### src/rtl/ts_cap_pkg.sv
package ts_cap_pkg;
  localparam int unsigned WORD_W_DEF = 32;
  localparam int unsigned PFX_DWORDS_DEF = 4;
  localparam int unsigned NUM_CHAN = 2;
  localparam int unsigned CH_TX = 0;
  localparam int unsigned CH_RX = 1;
endpackage

### src/rtl/ts_cap_chan.sv
module ts_cap_chan #(
  parameter int unsigned WORD_W = 32,
  localparam int unsigned TIME_W = 2 * WORD_W
) (
  input  logic              clk,
  input  logic              rst_n,
  input  logic              en,
  input  logic              strobe,
  input  logic [TIME_W-1:0] time_now,
  input  logic              hi_rd,
  input  logic              miss_clr,
  output logic              valid,
  output logic [WORD_W-1:0] cap_lo,
  output logic [WORD_W-1:0] cap_hi,
  output logic              missed
);
  logic [TIME_W-1:0] cap_q;
  logic              valid_q;
  logic              missed_q;
  logic              drop;

  // a strobe that finds the channel locked is lost
  assign drop = en && strobe && valid_q;

  always_ff @(posedge clk) begin
    if (!rst_n) begin
      cap_q   <= '0;
      valid_q <= 1'b0;
    end else if (!en) begin
      valid_q <= 1'b0;
    end else if (valid_q) begin
      if (hi_rd) valid_q <= 1'b0;
    end else if (strobe) begin
      valid_q <= 1'b1;
      cap_q   <= time_now;
    end
  end

  always_ff @(posedge clk) begin
    if (!rst_n)        missed_q <= 1'b0;
    else if (drop)     missed_q <= 1'b1;
    else if (miss_clr) missed_q <= 1'b0;
  end

  assign valid  = valid_q;
  assign missed = missed_q;
  assign cap_lo = cap_q[WORD_W-1:0];
  assign cap_hi = cap_q[TIME_W-1:WORD_W];

  p_hold_stable_r3: assert property (@(posedge clk) disable iff (!rst_n)
    valid_q |=> $stable(cap_q));
  p_release_r4: assert property (@(posedge clk) disable iff (!rst_n)
    (en && valid_q && hi_rd) |=> !valid_q);
  p_disabled_clear_r6: assert property (@(posedge clk) disable iff (!rst_n)
    !en |=> !valid_q);
  p_missed_sticky_r7: assert property (@(posedge clk) disable iff (!rst_n)
    (missed_q && !miss_clr) |=> missed_q);
  p_drop_flags_r5: assert property (@(posedge clk) disable iff (!rst_n)
    (en && strobe && valid_q) |=> missed_q);
endmodule

### src/rtl/ts_prefix_gen.sv
module ts_prefix_gen #(
  parameter int unsigned WORD_W = 32,
  parameter int unsigned DWORDS = 4,
  localparam int unsigned TIME_W = 2 * WORD_W,
  localparam int unsigned IDX_W = $clog2(DWORDS)
) (
  input  logic              clk,
  input  logic              rst_n,
  input  logic              mode,
  input  logic              start,
  input  logic [TIME_W-1:0] time_now,
  input  logic              tready,
  output logic              tvalid,
  output logic [WORD_W-1:0] tdata,
  output logic              tlast
);
  localparam logic [IDX_W-1:0] LO_IDX   = IDX_W'(DWORDS - 2);
  localparam logic [IDX_W-1:0] LAST_IDX = IDX_W'(DWORDS - 1);

  logic              active_q;
  logic [IDX_W-1:0]  idx_q;
  logic [TIME_W-1:0] stamp_q;
  logic              beat;

  assign beat = active_q && tready;

  always_ff @(posedge clk) begin
    if (!rst_n) begin
      active_q <= 1'b0;
      idx_q    <= '0;
      stamp_q  <= '0;
    end else if (!active_q) begin
      if (mode && start) begin
        active_q <= 1'b1;
        idx_q    <= '0;
        stamp_q  <= time_now;
      end
    end else if (beat) begin
      if (idx_q == LAST_IDX) active_q <= 1'b0;
      else                   idx_q    <= idx_q + 1'b1;
    end
  end

  // leading dwords are reserved zero, time words occupy the last two
  always_comb begin
    tdata = '0;
    if (idx_q == LO_IDX)        tdata = stamp_q[WORD_W-1:0];
    else if (idx_q == LAST_IDX) tdata = stamp_q[TIME_W-1:WORD_W];
  end

  assign tvalid = active_q;
  assign tlast  = active_q && (idx_q == LAST_IDX);

  p_backpressure_hold_r10: assert property (@(posedge clk) disable iff (!rst_n)
    (tvalid && !tready) |=> (tvalid && $stable(tdata) && $stable(tlast)));
  p_end_after_last_r9: assert property (@(posedge clk) disable iff (!rst_n)
    (tvalid && tready && tlast) |=> !tvalid);
  p_stamp_locked_r11: assert property (@(posedge clk) disable iff (!rst_n)
    active_q |=> $stable(stamp_q));
endmodule

### src/rtl/ts_capture_top.sv
module ts_capture_top
  import ts_cap_pkg::*;
#(
  parameter int unsigned WORD_W = WORD_W_DEF,
  parameter int unsigned PFX_DWORDS = PFX_DWORDS_DEF,
  localparam int unsigned TIME_W = 2 * WORD_W
) (
  input  logic              clk,
  input  logic              rst_n,
  input  logic [TIME_W-1:0] time_now,
  input  logic              tx_en,
  input  logic              tx_strobe,
  input  logic              tx_hi_rd,
  input  logic              tx_miss_clr,
  output logic              tx_valid,
  output logic [WORD_W-1:0] tx_lo,
  output logic [WORD_W-1:0] tx_hi,
  output logic              tx_missed,
  input  logic              rx_en,
  input  logic              rx_strobe,
  input  logic              rx_hi_rd,
  input  logic              rx_miss_clr,
  output logic              rx_valid,
  output logic [WORD_W-1:0] rx_lo,
  output logic [WORD_W-1:0] rx_hi,
  output logic              rx_missed,
  input  logic              pkt_mode,
  input  logic              pfx_start,
  input  logic              pfx_tready,
  output logic              pfx_tvalid,
  output logic [WORD_W-1:0] pfx_tdata,
  output logic              pfx_tlast
);
  logic [NUM_CHAN-1:0] en_v, stb_v, rd_v, clr_v, val_v, mis_v;
  logic [WORD_W-1:0]   lo_v [NUM_CHAN];
  logic [WORD_W-1:0]   hi_v [NUM_CHAN];

  assign en_v[CH_TX]  = tx_en;
  assign en_v[CH_RX]  = rx_en;
  assign stb_v[CH_TX] = tx_strobe;
  assign stb_v[CH_RX] = rx_strobe;
  assign rd_v[CH_TX]  = tx_hi_rd;
  assign rd_v[CH_RX]  = rx_hi_rd;
  assign clr_v[CH_TX] = tx_miss_clr;
  assign clr_v[CH_RX] = rx_miss_clr;

  for (genvar c = 0; c < NUM_CHAN; c++) begin : g_chan
    ts_cap_chan #(.WORD_W(WORD_W)) chan_i (
      .clk      (clk),
      .rst_n    (rst_n),
      .en       (en_v[c]),
      .strobe   (stb_v[c]),
      .time_now (time_now),
      .hi_rd    (rd_v[c]),
      .miss_clr (clr_v[c]),
      .valid    (val_v[c]),
      .cap_lo   (lo_v[c]),
      .cap_hi   (hi_v[c]),
      .missed   (mis_v[c])
    );
  end

  assign tx_valid  = val_v[CH_TX];
  assign rx_valid  = val_v[CH_RX];
  assign tx_missed = mis_v[CH_TX];
  assign rx_missed = mis_v[CH_RX];
  assign tx_lo     = lo_v[CH_TX];
  assign tx_hi     = hi_v[CH_TX];
  assign rx_lo     = lo_v[CH_RX];
  assign rx_hi     = hi_v[CH_RX];

  ts_prefix_gen #(.WORD_W(WORD_W), .DWORDS(PFX_DWORDS)) pfx_i (
    .clk      (clk),
    .rst_n    (rst_n),
    .mode     (pkt_mode),
    .start    (pfx_start),
    .time_now (time_now),
    .tready   (pfx_tready),
    .tvalid   (pfx_tvalid),
    .tdata    (pfx_tdata),
    .tlast    (pfx_tlast)
  );

  p_capture_r2: assert property (@(posedge clk) disable iff (!rst_n)
    (tx_en && tx_strobe && !tx_valid) |=> (tx_valid && ({tx_hi, tx_lo} == $past(time_now))));
  p_chan_isolation_r8: assert property (@(posedge clk) disable iff (!rst_n)
    (!rx_en && !rx_valid) |=> !rx_valid);
endmodule

### config.mk
export PLATFORM = sky130hd
export DESIGN_NAME = ts_capture_top
export DESIGN_NICKNAME = d
export VERILOG_FILES = /design/src/rtl/ts_cap_pkg.sv /design/src/rtl/ts_cap_chan.sv /design/src/rtl/ts_prefix_gen.sv /design/src/rtl/ts_capture_top.sv
export SDC_FILE = /design/constraint.sdc
export NUM_CORES = 1
export LEC_CHECK = 0
export BUFFER_PORTS_ARGS = -buffer_cell sky130_fd_sc_hd__buf_4
export CAP_MARGIN = 20
export CORE_ASPECT_RATIO = 1.1
export CORE_UTILIZATION = 46
export CTS_CLUSTER_DIAMETER = 200
export DETAILED_ROUTE_END_ITERATION = 6
export PLACE_DENSITY = 0.76
export SLEW_MARGIN = 20
export SYNTH_ARGS = -nofsm -noshare
export SYNTH_HDL_FRONTEND = slang
export SYNTH_SLANG_ARGS = --single-unit
### constraint.sdc
create_clock -name clk -period 1.2 [get_ports clk]
set_clock_uncertainty 0.05 [all_clocks]
set_input_delay 0.12 -clock clk [delete_from_list [all_inputs] [get_ports clk]]
set_output_delay 0.12 -clock clk [all_outputs]
set_load 0.02 [all_outputs]
==> results.json, run 1 <==
{
  "slew_headroom_pct": 69.9,
  "post_drt_wl_per_cell_um": 28.0,
  "core_area_sq_um": 15900,
  "crit_start": "pfx_i.idx_q[0]",
  "clock_latency_ns": 0.45,
  "clockBufferDepth": 2,
  "design_area_sq_um": 14700,
  "crit_end": "pfx_tdata[11]",
  "h-tree-depth": 4,
  "worstMarginPinSlew_ns": 0.451,
  "r2r_slack_ns": -0.31,
  "multi_input_area_sq_um": 5260,
  "design_power_total_mw": 16.6,
  "ys.warnings.count": 0,
  "num_antenna_cells": 0,
  "worstSetupEndpointType": "output pin",
  "dieArea_sq_um": 17100,
  "ys_seq_elements": 199,
  "fill_cells": 472,
  "synth_cell_types": 21,
  "hold_viol": 0,
  "violations": "setup timing",
  "hold_class": "in -> reg",
  "gp_congestion": 0.868,
  "final_common_cell": "nand2_1",
  "cts-root-buf": "clkbuf_16",
  "seqCellArea_sq_um": 3990,
  "mappedNetlistNets": 1057,
  "maxCapViolCount": 0,
  "syn_inst": 978,
  "synth_area_sq_um": 7610,
  "hpwlAfterDp_um": 16800,
  "num_rows": 48,
  "start_kind": "flop",
  "layout-drive-gt1-share_pct": 59.3,
  "crit_fanout": 13,
  "rsz0062_at_grt": "yes",
  "crit_arrival_ns": 1.73,
  "timing.final.ws_setup_ns": -0.704,
  "setup_viol": 219,
  "cp_slowest_cell": "dfxtp_2",
  "min_path_cells": 5,
  "max_freq_mhz": 525,
  "vias": 9737,
  "r2r-start": "pfx_i.idx_q[0]",
  "wl_um": 43500,
  "cts_buffers": 17,
  "track_usage_pct": 31.5,
  "area_growth_pct": 92.7,
  "die_height_um": 137,
  "required_ns": 1.03,
  "peakVddDrop_v": 0.00116,
  "tritoncts": "done",
  "slew_violations": 0,
  "whs_ns": 0.226,
  "port_buffers": 242,
  "power_density_nw_per_um2": 1130,
  "drc_errors": 0,
  "post_dp_cell_area_sq_um": 10000,
  "numClockSinks": 199,
  "grt_max_degree": 56,
  "nets": 1418,
  "rr_endpoint": "pfx_i.idx_q[1]",
  "drt_iter0_drc": 1092,
  "fp.dieW_um": 125,
  "ant_nets": 0,
  "fin_crit_sh_pct": 159,
  "worstPathCellList": "inv_2 -> ha_4 -> buf_16 -> nand2_2 -> o21ai_4 -> buf_6",
  "initial_core_util_pct": 47.8,
  "fin_crit_ns": 1.90,
  "grt_pass1_wl_um": 41200,
  "grt_pass1_vias": 7615,
  "critPathKind": "reg -> out",
  "final_cell_mix": "231 x nand2_1, 220 x buf_4, 194 x dfxtp_1",
  "viasPerCell": 6.27,
  "yosysSeqAreaShare_pct": 52.4,
  "grt_overflow_total": 0,
  "slowest_delay_ns": 0.34,
  "syn_avg_cell_area_sq_um": 7.78,
  "dr.pass1.iters": 6,
  "io_pins": 243,
  "grt_antenna_before_repair": 2,
  "outcome": "finished, violations left",
  "p_leak_nw": 6.41,
  "reg2reg_depth": 6,
  "clk_pin_slew_ns": 0.07
}
-- routing by layer --
| metal | global-route usage [%] | vias up | part of all wire (%) |
|---|---|---|---|
| li1 | - | 3894 | - |
| met1 | 37.4 | 4605 | 32 |
| met2 | 52.4 | 892 | 45 |
| met3 | 7.11 | 342 | 12 |
| met4 | 18.9 | 4 | 11 |
| met5 | 0 | - | 0.053 |
-- cell type report --
| type | instances | share of cell area [%] |
|---|---|---|
| clock inverter | 12 | 0.862 |
| inverter | 2 | 0.102 |
| sequential | 199 | 27.2 |
| tap | 200 | 1.71 |
| multi-input combinational | 703 | 35.9 |
| timing repair buffer | 416 | 31.1 |
| clock buffer | 20 | 3.18 |
-- synth_stat cells --
| master | number | area [sq um] |
|---|---|---|
| buf_2 | 20 | 100 |
| nand3b_1 | 4 | 30.0 |
| nand3_1 | 2 | 10.0 |
| dfxtp_1 | 199 | 3980 |
| and3b_1 | 3 | 26.3 |
| buf_4 | 23 | 173 |
| a21oi_1 | 159 | 796 |
| a21oi_2 | 37 | 324 |
| a211oi_1 | 5 | 37.5 |
| and2_2 | 2 | 15.0 |
| clkbuf_1 | 24 | 90.1 |
| inv_1 | 1 | 3.75 |
| nor2_1 | 2 | 7.51 |
| buf_8 | 6 | 90.1 |
| inv_2 | 1 | 3.75 |
| ha_1 | 2 | 25.0 |
| nand2_1 | 451 | 1690 |
| nand2b_1 | 3 | 18.8 |
| o21ai_0 | 32 | 160 |
| a2bb2oi_1 | 1 | 8.76 |
| buf_6 | 1 | 11.3 |
-- critical path: cells and delay by family, from the launching register on --
family / cells / cell delay, ns
compound gates: 1 / 0.09
simple gates: 1 / 0.11
fa+ha+maj: 1 / 0.29
buf+inv: 3 / 0.45
flops: 1 / 0.34
-- cells by family after synthesis --
kind of cell,count (synthesis),share of synthesized area (%)
flip-flops,199,52.4
AO/OA/AOI/OAI,234,17.4
buffers and inverters,76,6.20
adder cells (fa/ha/maj),2,0.329
AND/OR/NAND/NOR,467,23.7
-- how the worst min path moves through the flow --
stage                                   endpoint  startpoint  slack (ns)
after floorplan           g_chan[0].chan_i.valid    tx_hi_rd        0.16
after global placement    g_chan[1].chan_i.valid    rx_hi_rd        0.26
after detailed placement  g_chan[1].chan_i.valid    rx_hi_rd        0.25
after CTS                 g_chan[1].chan_i.valid    rx_hi_rd        0.34
after global routing              pfx_i.idx_q[1]   pfx_start        0.24
final                             pfx_i.idx_q[1]   pfx_start        0.23
-- what timing repair did --
action	4_1_cts	5_1_grt
setup endpoints to repair	60	220
endpoints found under the hold margin	199	0
hold buffers	76	0
cloned	7	39
setup buffers	12	14
pin swaps	3	264
resized for setup	83	496
-- sequential cells by signal (all words and copies together) (netlist names) --
register,flops
g_chan.chan_i.valid,2
g_chan.chan_i.cap_q,128
pfx_i.tvalid,1
pfx_i.idx_q,2
pfx_i.stamp_q,64
g_chan.chan_i.missed,2
-- where the power goes --
part           leakage (nW)  total [mW]  internal, mW  switching [mW]
clock network         0.292        5.96          3.23            2.72
logic                  4.49        3.45          1.48            1.97
registers              1.63        7.21          6.91           0.295
total                  6.41        16.6          11.6            4.99
-- stage by stage --
step           setup slack (ns)  std cells  util (%)  setup TNS [ns]
2_1_floorplan           -0.0328        978         -          -0.797
3_5_place_dp             -0.239       1376      63.0           -5.61
3_3_place_gp             -0.191       1376      63.0           -4.56
5_1_grt                  -0.727       1552      92.1          -43.48
4_1_cts                  -0.621       1503      75.2          -19.69
6_report                 -0.704       1552      92.1          -38.69
Power figures use the tool's default switching activity.
==> inputs of run 2 (changes only) <==
--- a/config.mk
+++ b/config.mk
@@ -5,6 +5,7 @@
 export SDC_FILE = /design/constraint.sdc
 export NUM_CORES = 1
 export LEC_CHECK = 0
+export ABC_AREA = 1
 export BUFFER_PORTS_ARGS = -buffer_cell sky130_fd_sc_hd__buf_4
 export CAP_MARGIN = 20
 export CORE_ASPECT_RATIO = 1.1
==> constraint.sdc (replaced) <==
create_clock -name clk -period 1.6 [get_ports clk]
set_clock_uncertainty 0.05 [all_clocks]
set_input_delay 0.16 -clock clk [delete_from_list [all_inputs] [get_ports clk]]
set_output_delay 0.16 -clock clk [all_outputs]
set_load 0.02 [all_outputs]
==> results.json, run 2 <==
{
  "outcome": "finished, violations left",
  "violations": "setup timing",
  "hold_class": "in -> reg",
  "port_buffers": 242,
  "grt_pass1_vias": 7313,
  "design_area_sq_um": 11300,
  "cts-root-buf": "clkbuf_16",
  "ys_top_cells_by_count": "386 x nor2_1, 199 x dfxtp_1, 135 x o21ai_1, 71 x nand2_1, 44 x o21ai_0",
  "post_drt_wl_per_cell_um": 16.9,
  "num_antenna_cells": 0,
  "initial_core_util_pct": 47.7,
  "post_dp_cell_area_sq_um": 9450,
  "largest_register_ffs": 128,
  "final_common_cell": "nor2_1",
  "setup_viol": 33,
  "yosysSeqAreaShare_pct": 52.7,
  "synth_ff_type": "dfxtp_1",
  "synth_top_area_share_pct": 52.7,
  "io_pins": 243,
  "ys.warnings.count": 0,
  "viasPerCell": 5.18,
  "synth.most_common_cell": "nor2_1",
  "track_usage_pct": 28.6,
  "drt_iter0_drc": 643,
  "power_density_nw_per_um2": 1010,
  "grt_max_degree": 46,
  "tritoncts": "done",
  "nets": 1356,
  "fp.dieW_um": 124,
  "syn_inst": 984,
  "core_area_sq_um": 15900,
  "timing.final.ws_setup_ns": -0.191,
  "top_regs": "g_chan.chan_i.cap_q x128, pfx_i.stamp_q x64",
  "synth.area.top_cells": "dfxtp_1 53%, nor2_1 19%, o21ai_1 8.9%",
  "area_growth_pct": 49.4,
  "drc_errors": 0,
  "hpwlAfterDp_um": 16000,
  "h-tree-depth": 4,
  "synth_area_sq_um": 7560,
  "clock_latency_ns": 0.43,
  "dieArea_sq_um": 16900,
  "ys_async_sr_fraction_pct": 0,
  "yosysTopAreaCell": "dfxtp_1",
  "vias": 7710,
  "worstMarginPinSlew_ns": 0.476,
  "wl_um": 25200,
  "fin_crit_sh_pct": 112,
  "numClockSinks": 199,
  "syn_avg_cell_area_sq_um": 7.68,
  "grt_overflow_total": 0,
  "synth-edff-count": 0,
  "mappedNetlistNets": 1063,
  "start_kind": "flop",
  "die_height_um": 136,
  "worstSetupEndpointType": "output pin",
  "grt_antenna_before_repair": 0,
  "gp_congestion": 0.786,
  "p_leak_nw": 5.16,
  "critPathKind": "reg -> out",
  "crit_fanout": 7,
  "synth_cell_types": 21,
  "final_cell_mix": "386 x nor2_1, 223 x buf_4, 197 x dfxtp_1",
  "ant_nets": 0,
  "largest-register": "g_chan.chan_i.cap_q",
  "slew_headroom_pct": 68.0,
  "fin_crit_ns": 1.79,
  "layout-drive-gt1-share_pct": 29.7,
  "crit_arrival_ns": 1.58,
  "clockBufferDepth": 2,
  "whs_ns": 0.0295,
  "clk_pin_slew_ns": 0.06,
  "num_rows": 48,
  "hold_viol": 0,
  "ys_seq_elements": 199,
  "maxCapViolCount": 0,
  "cts_buffers": 17,
  "peakVddDrop_v": 0.000810,
  "required_ns": 1.39,
  "dr.pass1.iters": 5,
  "slew_violations": 0,
  "max_freq_mhz": 558,
  "rsz0062_at_grt": "yes",
  "grt_pass1_wl_um": 38300
}
## run 2: cell types whose count changed after synthesis, moves of 10 or more
cell      before  now
buf_4         23    4
clkbuf_1      24   14
o21ai_2        0   15
a21oi_2       37    0
nor2_1         2  386
nand2_1      451   71
a21oi_1      159    7
o21ai_0       32   44
buf_2         20   37
o21ai_1        0  135
nand3_1        2   36
## run 2: cell type report
class	instances	area, sq um
Fill cell	1253	4560
Sequential cell	199	3990
Multi-Input combinational cell	701	3340
Timing Repair Buffer	346	3120
Clock buffer	22	464
Tap cell	200	250
Clock inverter	7	72.6
Inverter	12	55.1
## run 2: per-stage QoR
step	setup slack, ns	utilization, %	instances	total power, mW	TNS, ns
finish	-0.191	71.2	1487	11.4	-5.33
global route	-0.248	71.2	1487	11.8	-7.05
CTS	-0.229	69.2	1486	11.4	-6.35
detailed placement	0.0494	59.6	1380	7.27	0
global placement	0.0341	59.6	1380	7.25	0
floorplan	0.179	-	984	6.52	0
## run 2: worst paths after layout
check / from / depth (start not counted) / end / slack [ns]
worst max-delay path: pfx_i.idx_q[0] / 7 / pfx_tdata[29] / -0.19
worst min-delay path: rst_n / 3 / g_chan[0].chan_i.cap_q[23] / 0.03
worst max register to register: pfx_i.tvalid / 6 / pfx_i.stamp_q[22] / 0.07
worst min register to register: pfx_i.stamp_q[11] / 2 / pfx_i.stamp_q[11] / 0.43
## run 2: critical path, cell delays in order, from the launching register on
cell and delay (ns):
dfxtp_4 0.37, inv_4 0.04, ha_4 0.19, inv_8 0.10, buf_12 0.14, nand3_2 0.09, nand2_2 0.09, buf_6 0.12
## run 2: logic make-up (layout without fill, tap and decap cells)
logic type	count (synthesis)	after routing	share of synthesized area, %
fa+ha+maj	2	2	0.331
buf+inv	84	387	7.10
flops	199	199	52.7
compound gates	203	203	14.3
simple gates	496	496	25.6
## run 2: timing repair
action | CTS | global route
endpoints found under the setup margin | 33 | 33
endpoints found under the hold margin | 185 | 0
cloned | 2 | 3
pin swaps | 9 | 21
buffers inserted | 3 | 0
resized for setup | 47 | 74
hold buffers | 72 | 0
## run 2: report_power, final
part | internal, mW | switching (mW) | total [mW]
sequential | 5.29 | 0.220 | 5.51
combinational | 0.804 | 1.05 | 1.85
clock | 2.21 | 1.84 | 4.05
## run 2: per-layer routing
layer / GRT usage (%) / wire length (um)
met3: 6.02 / 1370
met1: 35.4 / 10700
met5: 0 / 0
met4: 13.3 / 922
met2: 47.8 / 12100
==> inputs of run 3 (changes only) <==
--- a/config.mk
+++ b/config.mk
@@ -8,7 +8,7 @@
 export ABC_AREA = 1
 export BUFFER_PORTS_ARGS = -buffer_cell sky130_fd_sc_hd__buf_4
 export CAP_MARGIN = 20
-export CORE_ASPECT_RATIO = 1.1
+export CORE_ASPECT_RATIO = 0.6
 export CORE_UTILIZATION = 46
 export CTS_CLUSTER_DIAMETER = 200
 export DETAILED_ROUTE_END_ITERATION = 6
==> results.json, run 3 (same netlist as run 2, synthesis figures left out) <==
{
  "outcome": "finished, violations left",
  "violations": "setup timing",
  "layout-drive-gt1-share_pct": 29.5,
  "initial_core_util_pct": 48.2,
  "dr.pass1.iters": 5,
  "numClockSinks": 199,
  "num_antenna_cells": 0,
  "hpwlAfterDp_um": 17100,
  "h-tree-depth": 4,
  "drt_iter0_drc": 829,
  "largest_register_ffs": 128,
  "tritoncts": "done",
  "grt_overflow_total": 0,
  "viasPerCell": 5.22,
  "clk_pin_slew_ns": 0.07,
  "crit_fanout": 8,
  "final_cell_mix": "386 x nor2_1, 228 x buf_4, 197 x dfxtp_1",
  "drc_errors": 0,
  "clock_latency_ns": 0.43,
  "cts_buffers": 17,
  "critPathKind": "reg -> out",
  "whs_ns": 0.0483,
  "track_usage_pct": 30.6,
  "cts-root-buf": "clkbuf_16",
  "grt_max_degree": 73,
  "num_rows": 35,
  "fin_cells": 1495,
  "required_ns": 1.39,
  "rsz0062_at_grt": "yes",
  "post-place-ws_ns": 0.126,
  "max_freq_mhz": 543,
  "top_regs": "g_chan.chan_i.cap_q x128, pfx_i.stamp_q x64",
  "wl_um": 26100,
  "grt_pass1_wl_um": 40100,
  "start_kind": "flop",
  "placedCellCount": 1384,
  "slowest_delay_ns": 0.37,
  "die_height_um": 101,
  "fin_crit_ns": 1.84,
  "grt_antenna_before_repair": 0,
  "ant_nets": 0,
  "port_buffers": 242,
  "dieArea_sq_um": 17000,
  "largest-register": "g_chan.chan_i.cap_q",
  "peakVddDrop_v": 0.000604,
  "gp_congestion": 0.857,
  "worstSetupEndpointType": "output pin",
  "final_common_cell": "nor2_1",
  "hold_class": "in -> reg",
  "worstPathCellList": "inv_4 -> ha_4 -> inv_6 -> buf_12 -> buf_12 -> nand3_2 -> nand2_2 -> buf_6",
  "fp.dieW_um": 167,
  "crit_top_cell": "buf_12",
  "maxCapViolCount": 0,
  "nets": 1360,
  "fill_cells": 1227,
  "grt_pass1_vias": 7318,
  "post_drt_wl_per_cell_um": 17.4,
  "fin_crit_sh_pct": 115,
  "setup_viol": 33,
  "clockBufferDepth": 2,
  "area_growth_pct": 49.8,
  "vias": 7804,
  "slew_violations": 0,
  "worstMarginPinSlew_ns": 0.450,
  "hold_viol": 0,
  "timing.final.ws_setup_ns": -0.241,
  "cp_slowest_cell": "dfxtp_4",
  "io_pins": 243,
  "slew_headroom_pct": 70.0,
  "p_leak_nw": 5.20,
  "final_util_pct": 72.2,
  "design_power_total_mw": 11.5,
  "core_area_sq_um": 15700,
  "crit_arrival_ns": 1.63,
  "power_density_nw_per_um2": 1020
}
run 3: stage by stage:
step,instance area (sq um),TNS (ns)
detailed placement,9480,0
global route,11300,-8.49
floorplan,7560,0
finish,11300,-6.71
global placement,9480,0
CTS,11100,-6.37
run 3: final timing paths:
kind	startpoint	endpoint	slack, ns	cells after the start
min	pfx_tready	pfx_i.idx_q[1]	0.05	4
max reg2reg	g_chan[0].chan_i.valid	g_chan[0].chan_i.valid	0.21	3
min reg2reg	pfx_i.stamp_q[16]	pfx_i.stamp_q[16]	0.44	2
max	pfx_i.idx_q[0]	pfx_tdata[16]	-0.24	8
run 3: worst max-delay path: cells and delay by family (launching register included):
family,cells,cell delay (ns)
flops,1,0.37
buf+inv,5,0.47
simple gates,2,0.19
fa+ha+maj,1,0.17
run 3: cell type report:
class	instances	area, sq um	share of cell area, %
flip-flops and latches	199	3990	35.3
multi-input cells	701	3290	29.1
repair buffers	350	3180	28.1
clock buffers	18	439	3.88
well taps	203	254	2.24
clock inverters	12	116	1.03
inverters	12	52.6	0.464
run 3: what timing repair did:
item,CTS,global route
cloned,3,1
endpoints found under the setup margin,33,33
hold buffers,72,0
pin swaps,13,15
gates resized for setup,73,30
buffers inserted,3,2
hold endpoints to repair,177,0
run 3: per-layer routing:
layer / share of wire (%) / GRT usage, %
met1: 47 / 43.2
met2: 44 / 46.8
met3: 7.8 / 6.68
met4: 1.3 / 9.46
met5: 0 / 0
run 3: report_power, final:
part / switching (mW) / internal [mW]
Clock: 2.03 / 2.08
Combinational: 1.05 / 0.818
Sequential: 0.242 / 5.29
Total: 3.33 / 8.19
